$ cat config.mk
export PLATFORM = sky130hd
export DESIGN_NAME = bank_save_alloc
export DESIGN_NICKNAME = d
export VERILOG_FILES = /design/src/rtl/bsa_pkg.sv /design/src/rtl/bsa_decide.sv /design/src/rtl/bsa_ptr.sv /design/src/rtl/bsa_vec_ram.sv /design/src/rtl/bank_save_alloc.sv
export SDC_FILE = /design/constraint.sdc
export NUM_CORES = 1
export LEC_CHECK = 0
export ABC_AREA = 1
export CELL_PAD_IN_SITES_DETAIL_PLACEMENT = 0
export CELL_PAD_IN_SITES_GLOBAL_PLACEMENT = 1
export CORE_ASPECT_RATIO = 0.7
export CORE_UTILIZATION = 53
export DETAILED_ROUTE_END_ITERATION = 12
export DONT_BUFFER_PORTS = 1
export PLACE_DENSITY_LB_ADDON = 0.12
export SYNTH_ARGS = -nofsm -noshare
export SYNTH_HDL_FRONTEND = slang
export SYNTH_HIERARCHICAL = 1
export SYNTH_SLANG_ARGS = --single-unit
$ cat constraint.sdc
create_clock -name clk -period 4.9 [get_ports clk]
set_input_delay 0.49 -clock clk [delete_from_list [all_inputs] [get_ports clk]]
set_output_delay 0.49 -clock clk [all_outputs]
set_load 0.005 [all_outputs]
$ cat src/rtl/bsa_pkg.sv
package bsa_pkg;

  typedef enum logic [2:0] {
    KIND_IRQ   = 3'd0,
    KIND_NMI   = 3'd1,
    KIND_UBRK  = 3'd2,
    KIND_ADDR  = 3'd3,
    KIND_BUS   = 3'd4,
    KIND_INSN  = 3'd5
  } exc_kind_e;

  typedef enum logic [2:0] {
    ACT_NONE  = 3'd0,
    ACT_BANK  = 3'd1,
    ACT_STACK = 3'd2,
    ACT_OVF   = 3'd3,
    ACT_POP   = 3'd4,
    ACT_UNDER = 3'd5
  } bsa_act_e;

  // Only maskable interrupts may place context in a register bank.
  function automatic logic kind_is_bankable(input logic [2:0] kind);
    return kind == KIND_IRQ;
  endfunction

endpackage

$ cat src/rtl/bsa_decide.sv
module bsa_decide
  import bsa_pkg::*;
(
  input  logic       entry_valid,
  input  logic [2:0] entry_kind,
  input  logic       bank_enable,
  input  logic       ovf_exc_enable,
  input  logic       ret_valid,
  input  logic       full,
  input  logic       empty,
  output bsa_act_e   action
);

  logic banked;

  always_comb begin
    banked = entry_valid && bank_enable && kind_is_bankable(entry_kind);
    action = ACT_NONE;
    if (entry_valid) begin
      if (banked) begin
        if (!full)               action = ACT_BANK;
        else if (ovf_exc_enable) action = ACT_OVF;
        else                     action = ACT_STACK;
      end
    end else if (ret_valid) begin
      action = empty ? ACT_UNDER : ACT_POP;
    end
  end

endmodule

$ cat src/rtl/bsa_ptr.sv
module bsa_ptr #(
  parameter int NUM_BANKS = 15,
  parameter int PTR_W     = $clog2(NUM_BANKS + 1)
) (
  input  logic             clk,
  input  logic             rst,
  input  logic             inc,
  input  logic             dec,
  output logic [PTR_W-1:0] ptr,
  output logic             full,
  output logic             empty
);

  localparam logic [PTR_W-1:0] LIMIT = PTR_W'(NUM_BANKS);

  always_ff @(posedge clk) begin
    if (rst) begin
      ptr <= '0;
    end else if (inc && (ptr != LIMIT)) begin
      ptr <= ptr + 1'b1;
    end else if (dec && (ptr != '0)) begin
      ptr <= ptr - 1'b1;
    end
  end

  assign full  = (ptr == LIMIT);
  assign empty = (ptr == '0);

endmodule

$ cat src/rtl/bsa_vec_ram.sv
module bsa_vec_ram #(
  parameter int DEPTH = 15,
  parameter int AW    = 4,
  parameter int DW    = 8
) (
  input  logic          clk,
  input  logic          we,
  input  logic [AW-1:0] waddr,
  input  logic [DW-1:0] wdata,
  input  logic          re,
  input  logic [AW-1:0] raddr,
  output logic [DW-1:0] rdata
);

  logic [DW-1:0] mem [DEPTH];

  always_ff @(posedge clk) begin
    if (we) mem[waddr] <= wdata;
  end

  always_ff @(posedge clk) begin
    if (re) rdata <= mem[raddr];
  end

endmodule

$ cat src/rtl/bank_save_alloc.sv
module bank_save_alloc
  import bsa_pkg::*;
#(
  parameter int NUM_BANKS = 15,
  parameter int VEC_W     = 8,
  localparam int PTR_W    = $clog2(NUM_BANKS + 1)
) (
  input  logic             clk,
  input  logic             rst,
  input  logic             entry_valid,
  input  logic [2:0]       entry_kind,
  input  logic [VEC_W-1:0] entry_vector,
  input  logic             bank_enable,
  input  logic             ovf_exc_enable,
  input  logic             ret_valid,
  output logic             save_bank,
  output logic [PTR_W-1:0] save_index,
  output logic [VEC_W-1:0] save_vector,
  output logic             save_stack,
  output logic             ovf_exc,
  output logic             restore_bank,
  output logic [PTR_W-1:0] restore_index,
  output logic [VEC_W-1:0] restore_vector,
  output logic             underflow,
  output logic [PTR_W-1:0] bank_ptr,
  output logic             banks_full
);

  bsa_act_e         act;
  logic             ptr_empty;
  logic [PTR_W-1:0] pop_addr;
  logic             do_bank;
  logic             do_pop;

  bsa_decide u_decide (
    .entry_valid    (entry_valid),
    .entry_kind     (entry_kind),
    .bank_enable    (bank_enable),
    .ovf_exc_enable (ovf_exc_enable),
    .ret_valid      (ret_valid),
    .full           (banks_full),
    .empty          (ptr_empty),
    .action         (act)
  );

  assign do_bank  = (act == ACT_BANK);
  assign do_pop   = (act == ACT_POP);
  assign pop_addr = bank_ptr - 1'b1;

  bsa_ptr #(
    .NUM_BANKS (NUM_BANKS),
    .PTR_W     (PTR_W)
  ) u_ptr (
    .clk   (clk),
    .rst   (rst),
    .inc   (do_bank),
    .dec   (do_pop),
    .ptr   (bank_ptr),
    .full  (banks_full),
    .empty (ptr_empty)
  );

  bsa_vec_ram #(
    .DEPTH (NUM_BANKS),
    .AW    (PTR_W),
    .DW    (VEC_W)
  ) u_vec_ram (
    .clk   (clk),
    .we    (do_bank),
    .waddr (bank_ptr),
    .wdata (entry_vector),
    .re    (do_pop),
    .raddr (pop_addr),
    .rdata (restore_vector)
  );

  always_ff @(posedge clk) begin
    if (rst) begin
      save_bank     <= 1'b0;
      save_stack    <= 1'b0;
      ovf_exc       <= 1'b0;
      restore_bank  <= 1'b0;
      underflow     <= 1'b0;
      save_index    <= '0;
      save_vector   <= '0;
      restore_index <= '0;
    end else begin
      save_bank    <= do_bank;
      save_stack   <= (act == ACT_STACK);
      ovf_exc      <= (act == ACT_OVF);
      restore_bank <= do_pop;
      underflow    <= (act == ACT_UNDER);
      if (do_bank) begin
        save_index  <= bank_ptr;
        save_vector <= entry_vector;
      end
      if (do_pop) restore_index <= pop_addr;
    end
  end

endmodule

==> metrics.txt <==
status complete, no violations; cts hold-fix bufs 0; syn avg cell area just under 10 um^2; YS warnings 6; most used routing layer in global routing met1; IO Port Bufs 0; Total GRT Usage between 20% and 30%; Die Wd around 140 um; Final TNS setup 0 ns; Min-Delay Path Class in2reg; Post-route DRC 0; Starting DRT DRC Count slightly above 400; sequential-to-total area share from yosys stat between 60% and 70%; Cell variety after synth 23; unrepaired setup endpoints after global routing no; Max IR drop VDD 276.6 uV; #FFs+latches synth roughly 150; M1 GR Usage between 30% and 40%; Post-DRT Antenna Nets 0; Cells after Synth 668; Num CTS Buffers 17; crit-path max FO 18; GP Congestion 0.8246; CTS Sinks ~150; Die H 95.30 um; relative slew slack between 30% and 40%; Syn Nets roughly 700; post-CTS setup buffer count 0; Crit Path Class reg2reg; Finish-stage setup viols 0; synthesized area 6590 um^2; CTS tree yes; Post-DP HPWL between 9000 and 10000 um; max frequency around 0.32 GHz; remaining global-route overflow 0; Final period util 64.29%; row count 33; P_leak approximately 3 nW; Worst EP arrival 3.20 ns; most frequent cells in the layout 210 x nand2_1, 128 x edfxtp_1, 104 x inv_1; DRT Pass-1 Iters 5; mean routed wirelength per cell 18.61 um; layout cells sized above 1 roughly 7%; die area 12890 um^2; ANT cells 0; final slew viol count 0; global routing usage on met3 5.529%; Max Cap Viol 0; core area 11890 um^2; Clock Skew around 0.0066 ns; CTS clock-pin slew for the worst setup and hold paths 0.06 ns; Clock Tree Root clkbuf_16; Final Util ~61%; largest net degree at the start of global routing 61; routed wire length 15490 um; Max clock buf depth 2; vias per cell roughly 5.4; Required @ worst endpoint 4.95 ns; hold path depth 1; Initial Utilization a little under three fifths; R2R cell count 9; met2 Use GR 35.90%; Hold Vio Cnt, Final 0; clk_lat worst skew 0.42 ns; total number of vias around 4500; first-pass GRT wire length 23270 um; Area Growth Syn to Fin 9.968%; PwrDens between 500 and 600 nW/um^2; initial antenna violation count 0; worst slew pin tran between 1 and 1.5 ns; vias in the first global route just under 4000; post-cts resize count 0; nets a little under 700; post-layout min period 3.150 ns; commonest non-fill, non-tap cell in the layout nand2_1; H-Tree Depth 4; Worst Setup Start Kind flip-flop; I/O pins 51; crit end category flip-flop
## final cells by class
type | count | area [um^2]
multi-input cells | 378 | 1675
repair buffers | 2 | 15.01
well taps | 157 | 196.4
inverters | 110 | 412.9
clock inverters | 10 | 73.82
clock buffers | 22 | 529.3
fillers | 1004 | 4644
flip-flops and latches | 153 | 4344
## synthesized netlist by cell type
library cell / n / area share [%]
clkbuf_1: 4 / 0.23
a21oi_1: 16 / 1.2
a211oi_2: 1 / 0.19
inv_1: 104 / 5.9
nand2_2: 1 / 0.095
edfxtp_1: 128 / 58
o21ai_0: 4 / 0.30
nand3_2: 2 / 0.30
nor4_1: 3 / 0.28
xnor2_1: 2 / 0.27
buf_4: 6 / 0.68
o21ai_4: 1 / 0.25
buf_2: 15 / 1.1
buf_6: 2 / 0.34
nand3_1: 96 / 7.3
fa_1: 1 / 0.30
dfxtp_1: 25 / 7.6
nand2_4: 1 / 0.17
nor2_2: 3 / 0.28
nor2_1: 34 / 1.9
ha_1: 3 / 0.57
inv_2: 6 / 0.34
nand2_1: 210 / 12
## worst paths after layout
check | start | endpoint | slack (ns)
min reg2reg | save_index[0]$_SDFFE_PP0P_ | save_index[0]$_SDFFE_PP0P_ | 0.48
max | u_ptr/ptr[2]$_SDFFE_PP0P_ | u_vec_ram/mem[6][0]$_DFFE_PP_ | 1.75
min | rst | save_index[2]$_SDFFE_PP0P_ | 0.14
max reg2reg | u_ptr/ptr[2]$_SDFFE_PP0P_ | u_vec_ram/mem[6][0]$_DFFE_PP_ | 1.75
## sequential cells by signal (all words and copies together) (netlist names)
register	flops
u_vec_ram/mem	120
save_vector	8
u_vec_ram/rdata	8
restore_index	4
save_index	4
u_ptr/ptr	4
ovf_exc	1
restore_bank	1
save_bank	1
save_stack	1
underflow	1
## power breakdown
part	switching [mW]	internal (mW)	leakage [nW]
registers	0.0839	1.51	1.36
logic	0.751	0.292	1.35
clock network	0.524	0.775	0.303
## per-stage QoR
stage	area (um^2)	hold WS [ns]	power (mW)	worst slack (ns)	std cells
floorplan	6590	0.4600	2.362	2.507	668
global placement	6644	0.4686	2.625	1.817	800
detailed placement	6644	0.4747	2.632	1.762	800
CTS	7247	0.1190	3.925	1.743	832
global route	7247	0.1220	4.124	1.474	832
finish	7247	0.1361	3.938	1.750	832
## metal layers
layer	vias to the layer above	routed length [um]
li1	2140	-
met1	2157	7567
met2	148	6636
met3	15	1156
met4	0	125
met5	-	0
## worst max-delay path, stage by stage (launching register included)
cell and delay [ns]:
dfxtp_1 0.48, nand2_1 0.24, nor2_2 0.10, nand2_1 0.07, nand3_1 0.07, nand2_1 0.13, nand3_2 0.32, inv_2 0.41
nand3_1 0.27, nor2_1 0.66
## cells by family (layout without fill, tap and decap cells)
group	after synthesis	in the layout	synth area share [%]
AOI/OAI and AO/OA	22	22	1.956
buffers and inverters	137	144	8.657
xor gates and xnor gates	2	2	0.2659
and+or+nand+nor	350	350	22.33
DFF	153	153	65.92
adders and majority gates	4	4	0.8734
No activity file was read; power rests on OpenSTA's default activity.
